--- src/rtl/zsp_pkg.sv ---
`timescale 1ns/1ps
package zsp_pkg;

  typedef enum logic [1:0] {
    ST_IDLE = 2'd0,
    ST_HDR  = 2'd1,
    ST_HITS = 2'd2
  } zspState_e;

  typedef struct packed {
    logic load;
    logic showHdr;
    logic showHits;
  } zspStrobe_t;

endpackage

--- src/rtl/zsp_ctrl.sv ---
`timescale 1ns/1ps
module zsp_ctrl
  import zsp_pkg::*;
(
  input  logic       clk,
  input  logic       rstN,
  input  logic       colValid,
  input  logic       seqStart,
  input  logic       hold,
  output logic       colReady,
  output logic       hdrValid,
  output logic       grpValid,
  output zspStrobe_t strb
);

  zspState_e state, stateNext;
  logic      accept;

  // a column may enter when nothing is shown, or when the shown group leaves now
  assign colReady = (state == ST_IDLE) || ((state == ST_HITS) && !hold);
  assign accept   = colValid && colReady;

  always_comb begin
    stateNext = state;
    unique case (state)
      ST_IDLE: if (accept) stateNext = seqStart ? ST_HDR : ST_HITS;
      ST_HDR:  if (!hold) stateNext = ST_HITS;
      ST_HITS: begin
        if (!hold) begin
          if (accept) stateNext = seqStart ? ST_HDR : ST_HITS;
          else        stateNext = ST_IDLE;
        end
      end
      default: stateNext = ST_IDLE;
    endcase
  end

  always_ff @(posedge clk or negedge rstN) begin
    if (!rstN) state <= ST_IDLE;
    else       state <= stateNext;
  end

  assign hdrValid      = (state == ST_HDR);
  assign grpValid      = (state == ST_HITS);
  assign strb.load     = accept;
  assign strb.showHdr  = hdrValid;
  assign strb.showHits = grpValid;

  // a released header is always followed by the group of its column
  a_r6_hdr_then_group: assert property (@(posedge clk) disable iff (!rstN)
    (hdrValid && !hold) |=> (grpValid && !hdrValid));

  // held output stays put
  a_r8_hold_keeps_state: assert property (@(posedge clk) disable iff (!rstN)
    (hold && (hdrValid || grpValid)) |=> ($stable(hdrValid) && $stable(grpValid)));

  // header and group are never shown at once
  a_r6_exclusive: assert property (@(posedge clk) disable iff (!rstN)
    !(hdrValid && grpValid));

endmodule

--- src/rtl/zsp_datapath.sv ---
`timescale 1ns/1ps
module zsp_datapath
  import zsp_pkg::*;
#(
  parameter int ZONES  = 8,
  parameter int ZONE_W = 8,
  parameter int COL_W  = 7,
  parameter int TS_W   = 8,
  localparam int PIX_W   = ZONES * ZONE_W,
  localparam int ZADDR_W = $clog2(ZONES),
  localparam int HIT_W   = COL_W + ZADDR_W + ZONE_W,
  localparam int CNT_W   = $clog2(ZONES + 1)
) (
  input  logic                   clk,
  input  logic                   rstN,
  input  zspStrobe_t             strb,
  input  logic [PIX_W-1:0]       colPixels,
  input  logic [COL_W-1:0]       colAddr,
  input  logic [TS_W-1:0]        tsIn,
  output logic [ZONES*HIT_W-1:0] hitBus,
  output logic [CNT_W-1:0]       hitCount,
  output logic [TS_W-1:0]        tsWord
);

  logic [PIX_W-1:0]  pixReg;
  logic [COL_W-1:0]  colReg;
  logic [TS_W-1:0]   tsReg;

  logic [HIT_W-1:0]  laneArr [ZONES];
  logic [CNT_W-1:0]  cntComb;
  logic [ZONE_W-1:0] zonePat;

  always_ff @(posedge clk or negedge rstN) begin
    if (!rstN) begin
      pixReg <= '0;
      colReg <= '0;
      tsReg  <= '0;
    end else if (strb.load) begin
      pixReg <= colPixels;
      colReg <= colAddr;
      tsReg  <= tsIn;
    end
  end

  // compaction: each non-empty zone goes to the next free lane
  always_comb begin
    cntComb = '0;
    zonePat = '0;
    for (int l = 0; l < ZONES; l++) laneArr[l] = '0;
    for (int z = 0; z < ZONES; z++) begin
      zonePat = pixReg[z*ZONE_W +: ZONE_W];
      if (zonePat != '0) begin
        laneArr[cntComb[ZADDR_W-1:0]] = {colReg, ZADDR_W'(z), zonePat};
        cntComb = cntComb + 1'b1;
      end
    end
  end

  genvar gl;
  generate
    for (gl = 0; gl < ZONES; gl++) begin : gLane
      assign hitBus[gl*HIT_W +: HIT_W] = strb.showHits ? laneArr[gl] : '0;

      // lanes at or above the count carry nothing
      a_r3_empty_lane: assert property (@(posedge clk) disable iff (!rstN)
        (hitCount <= CNT_W'(gl)) |-> (hitBus[gl*HIT_W +: HIT_W] == '0));

      // a valid lane never carries an empty pattern
      a_r3_nonempty_lane: assert property (@(posedge clk) disable iff (!rstN)
        (strb.showHits && hitCount > CNT_W'(gl)) |->
          (hitBus[gl*HIT_W +: ZONE_W] != '0));

      if (gl + 1 < ZONES) begin : gOrder
        // zone addresses rise lane by lane
        a_r4_ascending: assert property (@(posedge clk) disable iff (!rstN)
          (hitCount > CNT_W'(gl + 1)) |->
            (hitBus[(gl+1)*HIT_W + ZONE_W +: ZADDR_W] > hitBus[gl*HIT_W + ZONE_W +: ZADDR_W]));
      end
    end
  endgenerate

  assign hitCount = strb.showHits ? cntComb : '0;
  assign tsWord   = strb.showHdr  ? tsReg   : '0;

  // count bounded by the number of zones
  a_r4_count_range: assert property (@(posedge clk) disable iff (!rstN)
    hitCount <= CNT_W'(ZONES));

  // held data does not move
  a_r8_hold_stable: assert property (@(posedge clk) disable iff (!rstN)
    (strb.showHits && !strb.load) |=> $stable(pixReg) && $stable(colReg));

endmodule

--- src/rtl/zone_sparsifier.sv ---
`timescale 1ns/1ps
module zone_sparsifier
  import zsp_pkg::*;
#(
  parameter int ZONES  = 8,
  parameter int ZONE_W = 8,
  parameter int COL_W  = 7,
  parameter int TS_W   = 8,
  localparam int PIX_W   = ZONES * ZONE_W,
  localparam int ZADDR_W = $clog2(ZONES),
  localparam int HIT_W   = COL_W + ZADDR_W + ZONE_W,
  localparam int CNT_W   = $clog2(ZONES + 1)
) (
  input  logic                   clk,
  input  logic                   rstN,
  input  logic                   colValid,
  input  logic                   seqStart,
  input  logic [PIX_W-1:0]       colPixels,
  input  logic [COL_W-1:0]       colAddr,
  input  logic [TS_W-1:0]        tsIn,
  input  logic                   hold,
  output logic                   colReady,
  output logic                   hdrValid,
  output logic [TS_W-1:0]        tsWord,
  output logic                   grpValid,
  output logic [CNT_W-1:0]       hitCount,
  output logic [ZONES*HIT_W-1:0] hitBus
);

  zspStrobe_t strb;

  zsp_ctrl uCtrl (
    .clk      (clk),
    .rstN     (rstN),
    .colValid (colValid),
    .seqStart (seqStart),
    .hold     (hold),
    .colReady (colReady),
    .hdrValid (hdrValid),
    .grpValid (grpValid),
    .strb     (strb)
  );

  zsp_datapath #(
    .ZONES  (ZONES),
    .ZONE_W (ZONE_W),
    .COL_W  (COL_W),
    .TS_W   (TS_W)
  ) uData (
    .clk       (clk),
    .rstN      (rstN),
    .strb      (strb),
    .colPixels (colPixels),
    .colAddr   (colAddr),
    .tsIn      (tsIn),
    .hitBus    (hitBus),
    .hitCount  (hitCount),
    .tsWord    (tsWord)
  );

  // without a group on show, the count reads zero
  a_r9_idle_count: assert property (@(posedge clk) disable iff (!rstN)
    !grpValid |-> (hitCount == '0));

  // shown results are frozen under hold
  a_r8_frozen_bus: assert property (@(posedge clk) disable iff (!rstN)
    (hold && (grpValid || hdrValid)) |=> ($stable(hitBus) && $stable(tsWord) && $stable(hitCount)));

  // no intake while held
  a_r8_not_ready: assert property (@(posedge clk) disable iff (!rstN)
    (hold && (grpValid || hdrValid)) |-> !colReady);

endmodule

--- config.mk ---
export PLATFORM = sky130hd
export DESIGN_NAME = zone_sparsifier
export DESIGN_NICKNAME = d
export VERILOG_FILES = /design/src/rtl/zsp_pkg.sv /design/src/rtl/zsp_ctrl.sv /design/src/rtl/zsp_datapath.sv /design/src/rtl/zone_sparsifier.sv
export SDC_FILE = /design/constraint.sdc
export NUM_CORES = 1
export LEC_CHECK = 0
export BUFFER_PORTS_ARGS = -buffer_cell sky130_fd_sc_hd__buf_2
export CORE_UTILIZATION = 50
export CTS_BUF_LIST = sky130_fd_sc_hd__clkbuf_2 sky130_fd_sc_hd__clkbuf_4 sky130_fd_sc_hd__clkbuf_8
export CTS_CLUSTER_SIZE = 28
export DETAILED_ROUTE_END_ITERATION = 7
export PLACE_DENSITY = 0.79
export SYNTH_ARGS = -nofsm -noshare
export SYNTH_HDL_FRONTEND = slang
export SYNTH_SLANG_ARGS = --single-unit
--- constraint.sdc ---
create_clock -name clk -period 7 [get_ports clk]
set_clock_uncertainty 0.15 [all_clocks]
set_input_delay 0.7 -clock clk [delete_from_list [all_inputs] [get_ports clk]]
set_output_delay 0.7 -clock clk [all_outputs]
set_load 0.02 [all_outputs]
---- Yosys cells after proc, flatten, opt, wreduce, memory -nomap -nowiden ----
Index checks and enable logic that the tools add are counted.
word-level totals
  RAM bits ................................ 0
  word-level logic and storage cells ...... 111
  register bits after elaboration ......... 81
  latch bits .............................. 0
  bits in read-only memories .............. 0
  output and inout port bits .............. 159
  input bits .............................. 84
  memories ................................ 0
cells by class
  multipliers ............................. 0
  order comparisons ....................... 14
  add/sub/neg operators ................... 7
  muxes and demuxes ....................... 53
  bitwise operators ....................... 7
  eq/ne operators ......................... 5
  divide/modulo/power cells ............... 0
  shifts and indexed selects .............. 0
  reduce and logical (&&, ||, !) cells .... 21
operators by type and width
  operator               number
  $bwmux W144            7
  $mux W144              7
  $demux W18 S3          7
  $mux W18               16
  $reduce_bool A8 Y1     8
  $mux W4                8
  $ge A4 B4 Y1 const B   7
  $lt A4 B1 Y1 const B   7
  $add A4 B1 Y4 const B  6
  $not A3 Y4             6
  $mux W2                5
  $logic_and A1 B1 Y1    9
  $mux W8                1
  $pmux W2 S3            1
  $ne A2 B2 Y1 const B   2
  $not A1 Y4             1
  $reduce_and A3 Y1      1
  $add A1 B1 Y2 const B  1
  $eq A2 B1 Y1 const B   1
  $eq A2 B2 Y1 const B   1
  $logic_not A2 Y1       1
  $ne A2 B1 Y1 const B   1
  $logic_not A1 Y1       1
  $logic_or A1 B1 Y1     1
  $mux W1                1

---- Logic depth before layout (Yosys ltp) ----
Gate-level depths: netlist of the first run.
  depth after elaboration ................. 22
  depth in mapped cells ................... 27
  depth with buffers taken out ............ 25

---- By module ----
A second synthesis of the first run with hierarchy kept.
second synthesis, totals
  cell total of the unflattened synthesis .. 1,132
  area total of the unflattened synthesis .. 8,882.3 um2
modules (own cells, without submodules)
  module        times used  area an instance (um2)  cells each
  zsp_datapath  1           8,740.9                 1,116
  zsp_ctrl      1           141.4                   16

---- Worst setup path after synthesis of the first run ----
Ideal clock, no wire load.
  path type ............................... flip-flop to output port
  from .................................... register uData.pixReg[17]
  to ...................................... output hitBus[72]
  stages on the path, launching flop included .. 24
  arrival time ............................ 6.089 ns
  slack ................................... 0.061 ns
  path buffers ............................ 3
  cells stage by stage .................... dfrtp_1 nor4_4 nand2_1 fa_1 inv_1 nand3_1 nand2_1 inv_1 buf_1 ha_1 a21boi_1 or2_2 ha_1 nor2_1 a221o_1 buf_2 inv_1 ha_1 xnor3_1 xnor2_1 nor3_1 o211ai_2 buf_2 a31oi_1
on the way
  longest elaborated chain between the ends .. 18
  elaborated cells on any way between the ends .. 52
ends and longest elaborated chain
  element                                                            line                                    source
  start, declared                                                    zsp_datapath.sv:25                      logic [PIX_W-1:0] pixReg;
  start signal, assigned                                             zsp_datapath.sv:39                      pixReg <= colPixels;
  $reduce_bool A8 Y1 (*)                                             zsp_datapath.sv:52                      if (zonePat != '0) begin
  $mux W4                                                            zsp_datapath.sv:52
  $add A4 B1 Y4 or $not A3 Y4 (tied branches)                        zsp_datapath.sv:54, zsp_datapath.sv:53
  $mux W4 (tied with other cells)                                    zsp_datapath.sv:52
  $add A4 B1 Y4 (tied with other cells)                              zsp_datapath.sv:54                      cntComb = cntComb + 1'b1;
  $mux W4 (tied with other cells)                                    zsp_datapath.sv:52
  $add A4 B1 Y4 (tied with other cells)                              zsp_datapath.sv:54
  $mux W4 (tied with other cells)                                    zsp_datapath.sv:52
  (+2 left out)                                                      n/a
  $not A3 Y4 (not written as such) (tied with other cells)           zsp_datapath.sv:53                      laneArr[cntComb[ZADDR_W-1:0]] = {colReg, ZADDR_W'(z), zonePat};
  $ge A4 B4 Y1 (not written as such) (tied with other cells)         zsp_datapath.sv:53
  $logic_and A1 B1 Y1 (not written as such) (tied with other cells)  zsp_datapath.sv:53
  $mux W18 (not written as such) or $bwmux W144 (tied branches)      zsp_datapath.sv:53
  $demux W18 S3 or $mux W144 (tied branches)                         zsp_datapath.sv:53, zsp_datapath.sv:52
  $bwmux W144                                                        zsp_datapath.sv:53
  $mux W144 (*)                                                      zsp_datapath.sv:52
  $mux W18 (*)                                                       zsp_datapath.sv:62                      assign hitBus[gl*HIT_W +: HIT_W] = strb.showHits ? laneArr[gl] : '0;
  end, declared                                                      zone_sparsifier.sv:27                   output logic [ZONES*HIT_W-1:0] hitBus
Every way passes the cells marked *; elsewhere a longest branch is shown, timed or not.

---- Final worst setup path of the first run ----
  from .................................... register uData.pixReg[22]
  to ...................................... output hitBus[81]
The elaborated chain is that of the path after synthesis.

==> flow_metrics.env, run 1 <==
export IMPL_status="finished, violations left"
export IMPL_violations="design-rule violations"
export IMPL_cp_start_kind="flip-flop"
export IMPL_synthArstFlopShare_pct=100
export IMPL_setup_violations=0
export IMPL_drc=14
export IMPL_clock_sinks=81
export IMPL_cts_buffers_inserted=9
export IMPL_drv_cap=0
export IMPL_start_util_pct=51.0
export IMPL_grt_ovfl_total=0
export IMPL_yosysTopAreaCellShare_pct=23.0
export IMPL_powerDensity_nw_per_um2=282
export IMPL_synthesis_area_um2=8830
export IMPL_crit_end="hitBus[81]"
export IMPL_grt_max_degree=82
export IMPL_drtAntennaViolNets=0
export IMPL_regToRegSetupSlack_ns=4.87
export IMPL_fin_crit_ns=6.85
export IMPL_path_class="reg -> out"
export IMPL_placementRows=48
export IMPL_clk_pin_slew_ns=0.10
export IMPL_met2_usage_pct=62.5
export IMPL_diodes=0
export IMPL_clockBufferDepth=2
export IMPL_r2r_end="uData.pixReg[21]"
export IMPL_ir_drop_uv=231
export IMPL_fp_dieH_um=135
export IMPL_slew_headroom_pct=15.5
export IMPL_nFillCells=1564
export IMPL_dieArea_um2=18200
export IMPL_arrival_ns=6.00
export IMPL_port_buffer_count=242
export IMPL_stdcell_area_um2=10900
export IMPL_synth_area_leaders="dfrtp_1 23%, mux2_2 10%, nand2_1 6.3%, nor2_1 4.7%, o211ai_1 4.3%"
export IMPL_cts_tree="done"
export IMPL_avgViaCountPerCell=6.86
export IMPL_grt_pass1_wl_um=58200
export IMPL_yosysTopAreaCell="dfrtp_1"
export IMPL_top_usage_layer="met2"
export IMPL_drt_wl_total_um=40100
export IMPL_ys_seq_area_share_pct=23.0
export IMPL_drtIter0Drc=1656
export IMPL_nNetsFinal=1442
export IMPL_syn_num_nets=1223
export IMPL_hold_class="in -> async"
export IMPL_worstSetupEndpointType="output port"
export IMPL_clock_fmax_mhz=146
export IMPL_crit_start="uData.pixReg[22]"
export IMPL_yosysUniqueCellTypes=79
export IMPL_grt_use_met3_pct=10.7
export IMPL_leakage_nw=4.78
export IMPL_post_drt_wl_per_cell_um=25.5
export IMPL_groute_layer_met1_usage_pct=57.9
export IMPL_antenna_found_initial=0
export IMPL_vias=10800
export IMPL_required_ns=6.15
export IMPL_hold_violations=0
export IMPL_yosys_top_cells_count="147 x nand2_1, 110 x nor2_1, 81 x dfrtp_1"
export IMPL_area_delta_synth_final_pct=23.5
export IMPL_htreeDepth=3
export IMPL_postSynthAreaPerCell_um2=7.84
export IMPL_drv_slew=0
export IMPL_reg2reg_depth=3
export IMPL_grt_pass1_vias=9667
export IMPL_yosysWarnings=0
export IMPL_io_pins=243
export IMPL_grt_usage_pct=42.9
export IMPL_cts_hold_buf=0
export IMPL_clockRootBuffer="clkbuf_8"
export IMPL_synth_edff_count=0
export IMPL_syn_inst=1126
export IMPL_critPathMaxFanout=5
export IMPL_utilization_pct=63.0
export IMPL_core_area_um2=17300
export IMPL_die_x_um=135
export IMPL_period_share_pct=97.8
export IMPL_dpl_cell_area_um2=10300
export IMPL_tightest_slew_ns=1.27
export IMPL_clk_insertion_delay_late_ns=0.37
export IMPL_gp_congestion=1.13
export IMPL_synth_seq_cells=81
export IMPL_drt_first_pass_iters=8
export IMPL_reg2reg_from="uCtrl.state[0]"
export IMPL_synth_most_common_cell="nand2_1"
export IMPL_drive_gt1_share_pct=37.3
export IMPL_dpl_hpwl_um=28700
export IMPL_synth_top_flop_cell="dfrtp_1"
[timing repair]
action                     CTS  global route
cloned                       0             1
setup buffers                6            11
pin swaps                    7            11
resized for setup           24            24
setup endpoints to repair  125           146
[sequential cells by signal, indices dropped and copies added (netlist names)]
name	flops
uData.colReg	7
uData.tsReg	8
uData.pixReg	64
uCtrl.state	2
[report_power, final]
part	leakage (nW)	internal [W]	total, W	switching (W)
registers	0.944	0.000584	0.000795	0.000211
logic	3.74	0.000714	0.00194	0.00123
clock network	0.0952	0.000144	0.000336	0.000192
total	4.78	0.00144	0.00307	0.00163
[through the flow]
step           cells  hold WS, ns  power (W)  worst slack, ns  TNS, ns
2_1_floorplan   1126        0.254    0.00190           0.0610        0
6_report        1575        0.333    0.00307            0.151        0
3_3_place_gp    1541        0.328    0.00255            0.228        0
5_1_grt         1575        0.362    0.00318          -0.0458   -0.413
3_5_place_dp    1541        0.337    0.00257          0.00256        0
4_1_cts         1563        0.358    0.00294           0.0406        0
[layout by cell type, fill, tap and decap left out, types with 6 or more instances in the layout]
cell / netlist / routed
dfrtp_1: 81 / 78
a211o_1: 9 / 9
clkbuf_8: 0 / 10
nor4_1: 10 / 6
a21oi_1: 57 / 56
mux2i_1: 10 / 10
buf_4: 1 / 79
o22ai_2: 0 / 6
a22oi_1: 10 / 10
xnor2_1: 8 / 6
nor4_2: 8 / 10
nand3_1: 40 / 38
a211oi_1: 36 / 36
nand2_1: 147 / 142
nor3_1: 23 / 20
nor4_4: 6 / 8
o22ai_1: 26 / 20
buf_2: 33 / 241
o311ai_0: 8 / 8
a221o_1: 12 / 12
a31oi_1: 42 / 40
inv_1: 15 / 14
o211ai_1: 51 / 51
nand4_1: 13 / 13
a32oi_1: 13 / 13
nor2_1: 110 / 110
and2_1: 17 / 16
a311o_1: 8 / 8
and3_1: 11 / 11
mux2_2: 79 / 79
o21ai_0: 35 / 35
o21ai_1: 22 / 22
o2bb2ai_1: 9 / 9
nor2b_1: 8 / 8
ha_1: 12 / 11
[worst min path at each step]
stage	endpoint	slack, ns	depth (start not counted)
2_1_floorplan	uCtrl.state[0]	0.25	0
3_3_place_gp	uData.tsReg[0]	0.33	1
3_5_place_dp	uData.tsReg[3]	0.34	1
4_1_cts	uData.tsReg[3]	0.36	1
5_1_grt	uData.tsReg[2]	0.36	1
6_report	uData.colReg[2]	0.33	1
[layer usage]
metal | routed length [µm] | vias to the layer above
li1 | - | 4693
met1 | 15400 | 5029
met2 | 16900 | 866
met3 | 5340 | 210
met4 | 2490 | 0
met5 | 0 | -
[cell families (layout without fill, tap and decap cells)]
kind of cell	Yosys count	in the layout	share of synthesized area, %
xor gates and xnor gates	18	18	3.37
adders and majority gates	13	13	1.93
muxes	89	89	11.2
buffers and inverters	135	358	6.56
and+or+nand+nor	419	419	24.2
DFF	81	81	23.0
AOI/OAI and AO/OA	371	372	29.8
[worst max-delay path, cell delays in order, from the launching register on]
cell and delay (ns):
dfrtp_2 0.45, nor4_4 0.34, nand2_2 0.13, fa_2 0.64, ha_4 0.23, a21oi_2 0.12, a31o_1 0.16, inv_2 0.08
ha_1 0.30, a21boi_1 0.14, or2_2 0.37, ha_1 0.30, nor2_1 0.05, a221o_1 0.29, inv_1 0.10, ha_1 0.19
xnor3_2 0.37, xnor2_4 0.19, nor3_4 0.29, buf_4 0.18, o211ai_2 0.14, and2_4 0.25, a21oi_1 0.12, buf_2 0.19
[final cells by class]
class / instances / area, µm² / share of cell area, %
tap: 225 / 282 / 2.58
clock buffer: 10 / 138 / 1.26
timing repair buffer: 324 / 1840 / 16.9
clock inverter: 6 / 50.0 / 0.459
sequential: 81 / 2030 / 18.6
inverter: 18 / 72.6 / 0.666
multi-input combinational: 911 / 6480 / 59.5
(Power assumes the default switching activity.)
==> run 2, diff against run 1 <==
--- a/config.mk
+++ b/config.mk
@@ -11,5 +11,5 @@
 export CTS_CLUSTER_SIZE = 28
 export DETAILED_ROUTE_END_ITERATION = 7
-export PLACE_DENSITY = 0.79
+export PLACE_DENSITY = 0.78
 export SYNTH_ARGS = -nofsm -noshare
 export SYNTH_HDL_FRONTEND = slang
==> constraint.sdc (replaced) <==
create_clock -name clk -period 7 [get_ports clk]
set_clock_uncertainty 0.15 [all_clocks]
set_input_delay 0.7 -clock clk [delete_from_list [all_inputs] [get_ports clk]]
set_output_delay 0.7 -clock clk [all_outputs]
set_load 0.005 [all_outputs]
==> flow_metrics.env, run 2 (synthesis gave the netlist of run 1 again) <==
export IMPL_hold_violations=0
export IMPL_io_pins=243
export IMPL_drv_slew=0
export IMPL_drc=0
export IMPL_fp_dieH_um=135
export IMPL_clock_sinks=81
export IMPL_r2r_end="uData.pixReg[41]"
export IMPL_stdcell_area_um2=10900
export IMPL_cts_buffers_inserted=9
export IMPL_critPathSlowestCell="fa_1"
export IMPL_reg2reg_depth=3
export IMPL_path_class="reg -> out"
export IMPL_reg2reg_from="uCtrl.state[1]"
export IMPL_drt_first_pass_iters=6
export IMPL_grt_usage_pct=41.4
export IMPL_avgViaCountPerCell=6.82
export IMPL_drtIter0Drc=1636
export IMPL_top_regs="uData.pixReg (64), uData.tsReg (8), uData.colReg (7)"
export IMPL_leakage_nw=4.78
export IMPL_post_drt_wl_per_cell_um=24.7
export IMPL_cp_top_family="adder cells"
export IMPL_utilization_pct=63.1
export IMPL_htreeDepth=3
export IMPL_largest_reg_flops=64
export IMPL_grt_ovfl_total=0
export IMPL_period_share_pct=96.3
export IMPL_vias=10800
export IMPL_clock_fmax_mhz=148
export IMPL_seq_area_um2=2040
export IMPL_drt_wl_total_um=39000
export IMPL_cts_tree="done"
export IMPL_dpl_cell_area_um2=10300
export IMPL_nNetsFinal=1445
export IMPL_grt_pass1_vias=9376
export IMPL_nFillCells=1525
export IMPL_dieArea_um2=18200
export IMPL_final_common_cell="buf_2"
export IMPL_crit_top_cell="ha_1"
export IMPL_core_area_um2=17300
export IMPL_port_buffer_count=242
export IMPL_antenna_found_initial=0
export IMPL_clockBufferDepth=2
export IMPL_arrival_ns=5.89
export IMPL_final_cell_mix="241 x buf_2, 142 x nand2_1, 110 x nor2_1"
export IMPL_fin_crit_ns=6.74
export IMPL_groute_layer_met1_usage_pct=57.1
export IMPL_clk_pin_slew_ns=0.09
export IMPL_regMostFlops="uData.pixReg"
export IMPL_drtAntennaViolNets=0
export IMPL_powerDensity_nw_per_um2=258
export IMPL_gp_congestion=1.04
export IMPL_grt_max_degree=82
export IMPL_drv_cap=0
export IMPL_required_ns=6.15
export IMPL_path_cells="nor4_4 -> nand2_2 -> fa_1 -> ha_1 -> a21oi_2 -> a31o_1 -> inv_1 -> ha_1 -> a21boi_1 -> or2_4 -> ha_1 -> nor2_1 -> a221o_1 -> inv_1 -> ha_2 -> xnor3_2 -> xnor2_4 -> o32ai_2 -> nand3_1 -> nand2_1 -> o22ai_1 -> buf_2"
export IMPL_hold_class="in -> async"
export IMPL_regToRegSetupSlack_ns=4.88
export IMPL_dpl_hpwl_um=28400
export IMPL_path_depth=22
export IMPL_multi_input_area_um2=6460
export IMPL_worstSetupEndpointType="output port"
export IMPL_area_delta_synth_final_pct=23.7
export IMPL_grt_use_met3_pct=8.82
export IMPL_grt_pass1_wl_um=56400
export IMPL_clk_insertion_delay_late_ns=0.36
export IMPL_status="finished clean"
export IMPL_diodes=0
export IMPL_clockRootBuffer="clkbuf_8"
export IMPL_slowest_delay_ns=0.50
export IMPL_top_usage_layer="met2"
export IMPL_setup_violations=0
export IMPL_crit_start="uData.pixReg[23]"
export IMPL_tightest_slew_ns=1.29
export IMPL_critPathMaxFanout=8
export IMPL_placementRows=48
export IMPL_met2_usage_pct=61.4
export IMPL_ir_drop_uv=226
export IMPL_cp_start_kind="flip-flop"
export IMPL_start_util_pct=51.0
export IMPL_crit_buf_inv=3
export IMPL_drive_gt1_share_pct=37.8
export IMPL_die_x_um=135
export IMPL_slew_headroom_pct=14.1
[run 2: cell count changes in the layout (fill, tap and decap cells not counted), sizes merged]
| cell | before | now |
|---|---|---|
| o211ai | 56 | 55 |
| buf | 324 | 328 |
[run 2: power by group]
group          total (W)  switching [W]  internal (W)
clock network   0.000330       0.000187      0.000144
logic            0.00169       0.000985      0.000704
registers       0.000802       0.000217      0.000586
[run 2: worst reg2reg max path, cell delays in order (launching register included)]
cell and delay (ns):
dfrtp_1 0.44, a21oi_1 0.29, nand2_4 0.57, mux2_2 0.55
[run 2: metal layers]
layer | wire, µm | part of all wire, %
met3 | 4710 | 12
met5 | 0 | 0
met4 | 2040 | 5.2
met1 | 15500 | 40
met2 | 16800 | 43
[run 2: how the worst max path moves through the flow]
stage | slack, ns | endpoint
floorplan | 0.27 | hitBus[79]
global placement | 0.22 | hitBus[99]
detailed placement | 0.14 | hitBus[99]
CTS | 0.002 | hitBus[25]
global route | -0.01 | hitBus[6]
finish | 0.26 | hitBus[54]
[run 2: area by class of cell]
type | instances | share of cell area, %
clock buffer | 10 | 1.26
clock inverter | 6 | 0.458
inverter | 18 | 0.665
sequential | 81 | 18.7
tap | 225 | 2.58
timing repair buffer | 328 | 17.2
multi-input combinational | 910 | 59.2
[run 2: timing repair]
item | 4_1_cts | 5_1_grt
setup buffers | 10 | 11
pin swaps | 4 | 14
resized for setup | 29 | 27
hold buffers | 0 | 0
hold endpoints to repair | 0 | 0
gates cloned | 0 | 0
endpoints found under the setup margin | 105 | 145
[run 2: per-stage QoR]
step	setup slack, ns	power, W	cells	setup TNS, ns	hold slack, ns
after floorplan	0.269	0.00169	1126	0	0.254
after global placement	0.217	0.00231	1541	0	0.329
after detailed placement	0.142	0.00233	1541	0	0.337
after CTS	0.00168	0.00270	1567	0	0.359
after global routing	-0.0134	0.00293	1578	-0.0694	0.374
final	0.262	0.00282	1578	0	0.317
